[config.mk]
export PLATFORM = sky130hd
export DESIGN_NAME = met_presum
export DESIGN_NICKNAME = d
export VERILOG_FILES = /design/src/rtl/met_pkg.sv /design/src/rtl/met_projector.sv /design/src/rtl/met_signed_presum.sv /design/src/rtl/met_presum.sv
export SDC_FILE = /design/constraint.sdc
export NUM_CORES = 2
export LEC_CHECK = 0
export ABC_AREA = 1
export BUFFER_PORTS_ARGS = -buffer_cell sky130_fd_sc_hd__buf_2
export CAP_MARGIN = 15
export CORE_AREA = 2 2 369 371
export DETAILED_ROUTE_END_ITERATION = 8
export DIE_AREA = 0 0 371 373
export GPL_TIMING_DRIVEN = 0
export MAX_ROUTING_LAYER = met4
export PLACE_DENSITY = 0.71
export SKIP_CTS_REPAIR_TIMING = 1
export SLEW_MARGIN = 20
export SYNTH_ARGS = -nofsm -noshare
export SYNTH_HDL_FRONTEND = slang
export SYNTH_SLANG_ARGS = --single-unit
[constraint.sdc]
create_clock -name clk -period 13 [get_ports clk]
set_clock_uncertainty 0.1 [all_clocks]
set_input_delay 2.6 -clock clk [delete_from_list [all_inputs] [get_ports clk]]
set_output_delay 2.6 -clock clk [all_outputs]
set_load 0.1 [all_outputs]
[src/rtl/met_pkg.sv]
package met_pkg;

    // Default bin factors: twelve bins 30 degrees apart, starting at 15 degrees.
    // Values are cos/sin scaled by 2048 in 12-bit two's complement:
    // 1978 = 12'h7BA, 1448 = 12'h5A8, 530 = 12'h212,
    // -530 = 12'hDEE, -1448 = 12'hA58, -1978 = 12'h846. Element 0 is rightmost.
    localparam int DEF_N_JE   = 12;
    localparam int DEF_COEF_W = 12;

    localparam logic [DEF_N_JE*DEF_COEF_W-1:0] DEF_COS = {
        12'h7BA, 12'h5A8, 12'h212, 12'hDEE, 12'hA58, 12'h846,
        12'h846, 12'hA58, 12'hDEE, 12'h212, 12'h5A8, 12'h7BA
    };

    localparam logic [DEF_N_JE*DEF_COEF_W-1:0] DEF_SIN = {
        12'hDEE, 12'hA58, 12'h846, 12'h846, 12'hA58, 12'hDEE,
        12'h212, 12'h5A8, 12'h7BA, 12'h7BA, 12'h5A8, 12'h212
    };

endpackage

[src/rtl/met_projector.sv]
// One axis projection of one jet element with magnitude threshold.
module met_projector #(
    parameter int ET_W   = 10,
    parameter int COEF_W = 12,
    parameter int SHIFT  = 9,
    parameter int PROJ_W = 14,
    parameter int THR    = 8
) (
    input  logic [ET_W-1:0]          et,
    input  logic signed [COEF_W-1:0] coef,
    output logic signed [PROJ_W-1:0] proj
);
    localparam int PROD_W = ET_W + 1 + COEF_W;

    logic signed [PROD_W-1:0] prod;
    logic signed [PROD_W-1:0] shifted;
    logic signed [PROJ_W-1:0] raw;
    logic [PROJ_W-1:0]        mag;

    always_comb begin
        prod    = PROD_W'($signed({1'b0, et})) * PROD_W'(coef);
        shifted = prod >>> SHIFT;
        raw     = shifted[PROJ_W-1:0];
        mag     = raw[PROJ_W-1] ? $unsigned(-raw) : $unsigned(raw);
        proj    = (mag < PROJ_W'(THR)) ? '0 : raw;
    end
endmodule

[src/rtl/met_signed_presum.sv]
// Full-precision signed sum, single floor truncation, symmetric clamp.
module met_signed_presum #(
    parameter int N     = 12,
    parameter int IN_W  = 14,
    parameter int DROP  = 2,
    parameter int OUT_W = 14,
    parameter int SAT   = 4095
) (
    input  logic signed [IN_W-1:0] terms [N],
    output logic signed [OUT_W-1:0] total
);
    localparam int SUM_W = IN_W + $clog2(N) + 1;
    localparam logic signed [SUM_W-1:0] HI = SUM_W'(SAT);
    localparam logic signed [SUM_W-1:0] LO = -HI;

    logic signed [SUM_W-1:0] acc;
    logic signed [SUM_W-1:0] trunc;

    always_comb begin
        acc = '0;
        for (int i = 0; i < N; i++) begin
            acc = acc + SUM_W'(terms[i]);
        end
        trunc = acc >>> DROP;
        if (trunc > HI) begin
            total = OUT_W'(HI);
        end else if (trunc < LO) begin
            total = OUT_W'(LO);
        end else begin
            total = trunc[OUT_W-1:0];
        end
    end
endmodule

[src/rtl/met_presum.sv]
module met_presum
    import met_pkg::*;
#(
    parameter int N_JE      = DEF_N_JE,
    parameter int ET_W      = 10,
    parameter int COEF_W    = DEF_COEF_W,
    parameter int COEF_FRAC = 11,
    parameter int FRAC_BITS = 2,
    parameter int ET_THR    = 2,
    parameter int EXY_THR   = 8,
    parameter int ET_OUT_W  = 12,
    parameter int EXY_OUT_W = 14,
    parameter int SAT       = 4095,
    parameter logic [N_JE*COEF_W-1:0] COS_C = DEF_COS,
    parameter logic [N_JE*COEF_W-1:0] SIN_C = DEF_SIN
) (
    input  logic                        clk,
    input  logic                        rst_n,
    input  logic [N_JE*ET_W-1:0]        je_et,
    output logic [ET_OUT_W-1:0]         et_sum,
    output logic signed [EXY_OUT_W-1:0] ex_sum,
    output logic signed [EXY_OUT_W-1:0] ey_sum
);
    localparam int SHIFT    = COEF_FRAC - FRAC_BITS;
    localparam int PROJ_W   = ET_W + 1 + COEF_W - SHIFT;
    localparam int ETSUM_W  = ET_W + $clog2(N_JE) + 1;
    localparam logic [ET_W-1:0]    ET_FULL = '1;
    localparam logic [ETSUM_W-1:0] ET_CEIL = ETSUM_W'(SAT);

    typedef struct packed {
        logic                               sat;
        logic [N_JE-1:0][ET_W-1:0]          et;
        logic [N_JE-1:0][PROJ_W-1:0]        ex;
        logic [N_JE-1:0][PROJ_W-1:0]        ey;
    } stage1_t;

    typedef struct packed {
        logic [ET_OUT_W-1:0]                et;
        logic [EXY_OUT_W-1:0]               ex;
        logic [EXY_OUT_W-1:0]               ey;
    } stage2_t;

    stage1_t s1_d, s1_q;
    stage2_t s2_d, s2_q;

    logic signed [PROJ_W-1:0]    px [N_JE];
    logic signed [PROJ_W-1:0]    py [N_JE];
    logic signed [PROJ_W-1:0]    qx [N_JE];
    logic signed [PROJ_W-1:0]    qy [N_JE];
    logic signed [EXY_OUT_W-1:0] sum_x;
    logic signed [EXY_OUT_W-1:0] sum_y;
    logic [ETSUM_W-1:0]          et_acc;

    for (genvar g = 0; g < N_JE; g++) begin : g_chan
        met_projector #(
            .ET_W(ET_W), .COEF_W(COEF_W), .SHIFT(SHIFT),
            .PROJ_W(PROJ_W), .THR(EXY_THR)
        ) u_px (
            .et  (je_et[g*ET_W +: ET_W]),
            .coef($signed(COS_C[g*COEF_W +: COEF_W])),
            .proj(px[g])
        );
        met_projector #(
            .ET_W(ET_W), .COEF_W(COEF_W), .SHIFT(SHIFT),
            .PROJ_W(PROJ_W), .THR(EXY_THR)
        ) u_py (
            .et  (je_et[g*ET_W +: ET_W]),
            .coef($signed(SIN_C[g*COEF_W +: COEF_W])),
            .proj(py[g])
        );
        assign qx[g] = $signed(s1_q.ex[g]);
        assign qy[g] = $signed(s1_q.ey[g]);
    end

    met_signed_presum #(
        .N(N_JE), .IN_W(PROJ_W), .DROP(FRAC_BITS),
        .OUT_W(EXY_OUT_W), .SAT(SAT)
    ) u_sum_x (
        .terms(qx),
        .total(sum_x)
    );

    met_signed_presum #(
        .N(N_JE), .IN_W(PROJ_W), .DROP(FRAC_BITS),
        .OUT_W(EXY_OUT_W), .SAT(SAT)
    ) u_sum_y (
        .terms(qy),
        .total(sum_y)
    );

    always_comb begin
        // stage 1: saturation detect, ET threshold, projections
        s1_d.sat = 1'b0;
        for (int i = 0; i < N_JE; i++) begin
            if (je_et[i*ET_W +: ET_W] == ET_FULL) begin
                s1_d.sat = 1'b1;
            end
            s1_d.et[i] = (je_et[i*ET_W +: ET_W] < ET_W'(ET_THR)) ? '0 : je_et[i*ET_W +: ET_W];
            s1_d.ex[i] = px[i];
            s1_d.ey[i] = py[i];
        end

        // stage 2: sums, clamps, saturation override
        et_acc = '0;
        for (int i = 0; i < N_JE; i++) begin
            et_acc = et_acc + ETSUM_W'(s1_q.et[i]);
        end
        if (s1_q.sat) begin
            s2_d.et = ET_OUT_W'(SAT);
            s2_d.ex = EXY_OUT_W'(SAT);
            s2_d.ey = EXY_OUT_W'(SAT);
        end else begin
            s2_d.et = (et_acc > ET_CEIL) ? ET_OUT_W'(SAT) : et_acc[ET_OUT_W-1:0];
            s2_d.ex = sum_x;
            s2_d.ey = sum_y;
        end
    end

    always_ff @(posedge clk or negedge rst_n) begin
        if (!rst_n) begin
            s1_q <= '0;
            s2_q <= '0;
        end else begin
            s1_q <= s1_d;
            s2_q <= s2_d;
        end
    end

    assign et_sum = s2_q.et;
    assign ex_sum = $signed(s2_q.ex);
    assign ey_sum = $signed(s2_q.ey);
endmodule

== Word level (Yosys, flattened, before mapping) ==
Cells that the tools add are included.

* Flip-flop bits (word level): 469
* Word-level logic and storage cells: 240

* Multipliers: 22
* Equality and inequality tests: 12
* Multiplexer cells: 74
* $add $sub $neg: 55
* $lt $le $gt $ge: 39

{| class="wikitable"
|+ Operators by type and width
! cell !! count
|-
| $mux W14 || 48
|-
| $add A19 B14 Y19 || 18
|-
| $lt A14 B4 Y1 const B || 22
|-
| $neg A14 Y14 || 22
|-
| $eq A10 B10 Y1 const B || 12
|-
| $lt A10 B2 Y1 const B || 12
|-
| $mux W10 || 12
|-
| $add A15 B10 Y15 || 6
|-
| $mul A11 B11 Y22 const B || 4
|-
| $mul A11 B10 Y21 const B || 4
|-
| $mul A10 B10 Y20 const B || 4
|-
| $mul A10 B9 Y19 const B || 4
|-
| $mul A11 B9 Y20 const B || 3
|-
| $mul A10 B8 Y18 const B || 3
|-
| $mux W40 || 1
|-
| $gt A17 B13 Y1 const B || 2
|-
| $lt A17 B13 Y1 const B || 2
|-
| $add A15 B14 Y16 || 2
|-
| $add A14 B14 Y15 || 2
|-
| $add A14 B10 Y15 || 1
|-
| $gt A15 B12 Y1 const B || 1
|-
| $add A13 B10 Y14 || 1
|-
| $add A12 B10 Y13 || 1
|-
| $add A11 B10 Y12 || 1
|-
| other kinds (3) || 14
|}

== Logic depth before layout (Yosys ltp) ==
* Depth after elaboration: 15
* Depth in mapped cells: 36
* Mapped depth without buffers: 35

== By module ==
From an unflattened synthesis, not the netlist that was laid out.

* Cells, all modules: 21407
* Area total of the unflattened synthesis: 158949.9 um^2

{| class="wikitable"
|+ By module, submodules not included
! module !! seq. area each (um^2) !! times used !! area each (um^2) !! cells each
|-
| met_projector at g_chan[3].u_px ... || 0.0 || 11 || 5529.1 || 796
|-
| met_projector at g_chan[0].u_px ... || 0.0 || 10 || 5400.2 || 781
|-
| met_presum || 12436.9 || 1 || 16993.8 || 1163
|-
| met_projector at g_chan[9].u_px ... || 0.0 || 2 || 5733.0 || 812
|-
| met_projector at g_chan[8].u_py || 0.0 || 1 || 5525.3 || 792
|-
| met_signed_presum at u_sum_y || 0.0 || 1 || 5079.9 || 627
|-
| met_signed_presum at u_sum_x || 0.0 || 1 || 5063.6 || 635
|}

== Worst setup path before layout ==
Ideal clock, no wire load.

* Kind: input-to-reg
* From: input port je_et[86]
* To: register s1_q (netlist bit qx[52])
* Data arrival time: 7.095 ns
* Stages on the path: 23
* Slack: 5.692 ns
* Buffers on the path: 1
* Path through: inv_1 > fa_1 > inv_1 > fa_1 > fa_1 > fa_1 > fa_1 > ha_1 > nand2_1 > nor2_1 > nand3_1 > nand3_1 > nand2_1 > o21ai_0 > nor2_1 > nor2_1 > nand2_1 > nand3b_1 > nand2_1 > nand3_1 > buf_2 > nand2_1 > inv_1

* Longest elaborated chain between the ends: 5

{| class="wikitable"
|+ RTL lines
! element !! RTL line !! text
|-
| start: declaration || met_presum.sv:19 || <nowiki>input logic [N_JE*ET_W-1:0] je_et,</nowiki>
|-
| $mul A11 B10 Y21 (*) || met_projector.sv:21 || <nowiki>prod = PROD_W'($signed({1'b0, et})) * PROD_W'(coef);</nowiki>
|-
| $neg A14 Y14 || met_projector.sv:24 || <nowiki>mag = raw[PROJ_W-1] ? $unsigned(-raw) : $unsigned(raw);</nowiki>
|-
| $mux W14 || met_projector.sv:24 ||
|-
| $lt A14 B4 Y1 || met_projector.sv:25 || <nowiki>proj = (mag < PROJ_W'(THR)) ? '0 : raw;</nowiki>
|-
| $mux W14 (*) || met_projector.sv:25 ||
|-
| via g_chan[8].u_px.proj[10] || met_projector.sv:11 || <nowiki>output logic signed [PROJ_W-1:0] proj</nowiki>
|-
| end signal: assignment || met_presum.sv:121 || <nowiki>s1_q <= '0;</nowiki>
|-
| end signal: assignment || met_presum.sv:124 || <nowiki>s1_q <= s1_d;</nowiki>
|-
| end: declaration || met_presum.sv:43 || <nowiki>stage1_t s1_d, s1_q;</nowiki>
|}

The timed path passes the listed nets; every way through them passes the cells marked *.

==> flow_metrics.py <==
metrics = {
    "cts": {
        "htree_levels": 2,
        "clk_path_buf_depth": 3,
        "clk_pin_slew_ns": 0.06,
        "cts_num_sinks": 439,
        "cts_tree": "yes",
        "cts_root_buffer": "clkbuf_16",
        "clock_latency_ns": 0.64,
        "cts_buffers": 49,
    },
    "synthesis": {
        "synthCells": 7375,
        "synth_top_family_by_area": "adder cells",
        "syn-num-nets": 9647,
        "yosys_warnings": 0,
        "yosysTopAreaCell": "ha_1",
        "synth_cell_type_count": 57,
        "synth-simple-area-share": 0.143,
        "synth_seq_cells": 439,
        "synth_fa_ha_area_frac": 0.502,
        "syn_area_per_cell_sq_um": 8.89,
        "yosys-top-cells-area": "ha_1, fa_1, dfrtp_1, inv_1, nand2_1",
        "synth_xor_xnor_area_share": 0.0323,
        "synth-compound-area-share": 0.0552,
        "ys_seq_area_frac": 0.168,
        "synthMuxAreaShare": 0,
        "synth_top_area_frac": 0.257,
        "synth.cell_area_sq_mm": 0.0656,
    },
    "timing": {
        "finalCritPeriodShare": 0.633,
        "max_freq_mhz": 122,
        "finalSetupViolCount": 0,
        "max_slew_margin": 0.412,
        "worst_slew_pin_slew_ns": 0.878,
        "fin_crit_ns": 8.23,
        "holdWs_ns": 0.759,
        "rsz0062_at_grt": "false",
        "setup-tns-final_ns": 0,
        "finalHoldViolCount": 0,
        "finalMaxSlewViolations": 0,
    },
    "cells_and_area": {
        "syn_to_final_growth_pct": 7.48,
        "nets": 9864,
        "drive_gt1_frac": 0.0553,
        "final_core_util": 0.523,
    },
    "global_routing": {
        "grt-ovfl-total": 0,
        "grt_max_degree": 97,
        "antenna_found_initial": 16,
        "grt_pass1_vias": 50111,
        "grt_pass1_wl_microns": 276000,
        "grt_usage": 0.265,
    },
    "worst_setup_path": {
        "required_ns": 13.40,
        "cp_max_fo": 10,
        "cpMostUsedCell": "nand2_1",
        "slowest_stage": "xor2_1",
        "startpoint_type": "flip-flop",
        "arrival_ns": 8.62,
        "path_class": "flip-flop to flip-flop",
        "cpPeakStageDelay_ns": 0.60,
        "critPathCaptureType": "flip-flop",
    },
    "floorplan": {
        "ios": 162,
        "die_h_microns": 373,
        "core_area_sq_mm": 0.135,
        "rows": 135,
        "floorplan.die_area_sq_mm": 0.138,
        "die_w_microns": 371,
        "start_util": 0.487,
    },
    "placed_design": {
        "gp_congestion": 1.01,
        "io_buffers": 161,
        "dp_hpwl_microns": 153000,
    },
    "route": {
        "route.detailed.drc": 0,
        "ant_nets": 0,
        "wire_per_inst_microns": 18.4,
        "drt_first_pass_iters": 6,
        "via_count": 48472,
        "totalWireLength_microns": 174000,
        "dr.first_iter.drc_count": 2946,
        "viasPerCell": 5.15,
    },
    "run_status": {
        "status": "complete, no violations",
    },
    "worst_hold_path": {
        "hp-class": "flip-flop to flip-flop",
    },
    "job": {
        "max-cap-violations": 0,
    },
}
## final cells by class
class	instances	area, sq um
Clock inverter	23	308
Clock buffer	63	1380
Sequential cell	439	11000
Multi-Input combinational cell	5218	48100
Buffer	32	200
Antenna cell	12	30.0
Timing Repair Buffer	166	953
Inverter	1686	6330
Fill cell	12250	64200
Tap cell	1781	2230
## worst paths after layout
kind                           start          to  slack, ns  depth (start not counted)
hold reg to reg            s1_q[456]  ex_sum[13]       0.76                          1
max in group asynchronous      rst_n     qy[109]       9.59                          4
min in group asynchronous      rst_n  ex_sum[11]       1.66                          1
hold / removal             s1_q[456]  ex_sum[13]       0.76                          1
setup / recovery             qy[141]   ey_sum[6]       4.77                         35
setup reg to reg             qy[141]   ey_sum[6]       4.77                         35
## per-layer routing
layer  vias to the layer above  part of all wire  GRT usage
met3                       260             0.052     0.0349
met1                     23624              0.44      0.351
met2                      1072              0.47      0.425
li1                      23516                 -          -
met4                         0             0.037     0.0809
met5                         -                 0          -
## registers in the layout (all words and copies together) (netlist names)
signal and count:
ey_sum 14, et_sum 12, qx 126, s1_q 121, qy 152, ex_sum 14
## kinds of logic after synthesis
| family | after synthesis |
|---|---|
| fa+ha+maj | 2150 |
| compound gates | 635 |
| simple gates | 2200 |
| flops | 439 |
| xor+xnor | 233 |
| buf+inv | 1718 |
## cells in the mapped netlist (all sizes together)
cell and instances:
a211oi 15, a21boi 10, a21o 40, a21oi 354, a221oi 1, a31o 2
a31oi 18, and2 8, and3 1, buf 22, clkbuf 10, dfrtp 439
fa 803, ha 1347, inv 1686, nand2 1155, nand2b 1, nand3 306
nand3b 24, nand4 70, nor2 544, nor2b 1, nor3 66, nor3b 1
nor4 8, o2111ai 5, o211ai 5, o21a 12, o21ai 127, o21bai 36
o221ai 2, o22ai 1, o31ai 7, or2 13, or3 2, xnor2 72
xor2 161
## worst max-delay path, delay by kind of cell, from the launching register on
kind	cells	cell delay, ns
AOI/OAI and AO/OA	4	0.67
DFF	1	0.45
adders and majority gates	9	3.79
buffers and inverters	4	0.41
and+or+nand+nor	16	1.64
xor gates and xnor gates	2	1.02
## stage by stage
| step | cell area (sq um) | std cells | setup WS, ns |
|---|---|---|---|
| final | 70500 | 9420 | 4.77 |
| after global routing | 70500 | 9419 | 4.20 |
| after CTS | 70400 | 9408 | 4.82 |
| after detailed placement | 68700 | 9322 | 4.49 |
| after global placement | 68600 | 9317 | 0.663 |
| after floorplan | 65600 | 7375 | 5.69 |
## cells in the final DEF, fill, tap and decap left out, types with 114 or more instances in the layout
| master | synthesis | layout |
|---|---|---|
| ha_1 | 1347 | 1347 |
| nand2_1 | 1127 | 1127 |
| nand3_1 | 297 | 297 |
| o21ai_0 | 114 | 114 |
| xor2_1 | 153 | 153 |
| a21oi_1 | 340 | 340 |
| fa_1 | 803 | 803 |
| dfrtp_1 | 439 | 439 |
| inv_1 | 1672 | 1672 |
| nor2_1 | 490 | 490 |
| buf_2 | 13 | 173 |
Power is left out: the tool's default activity adds up to more than one toggle a clock period on the data nets, which glitch-free logic cannot reach.
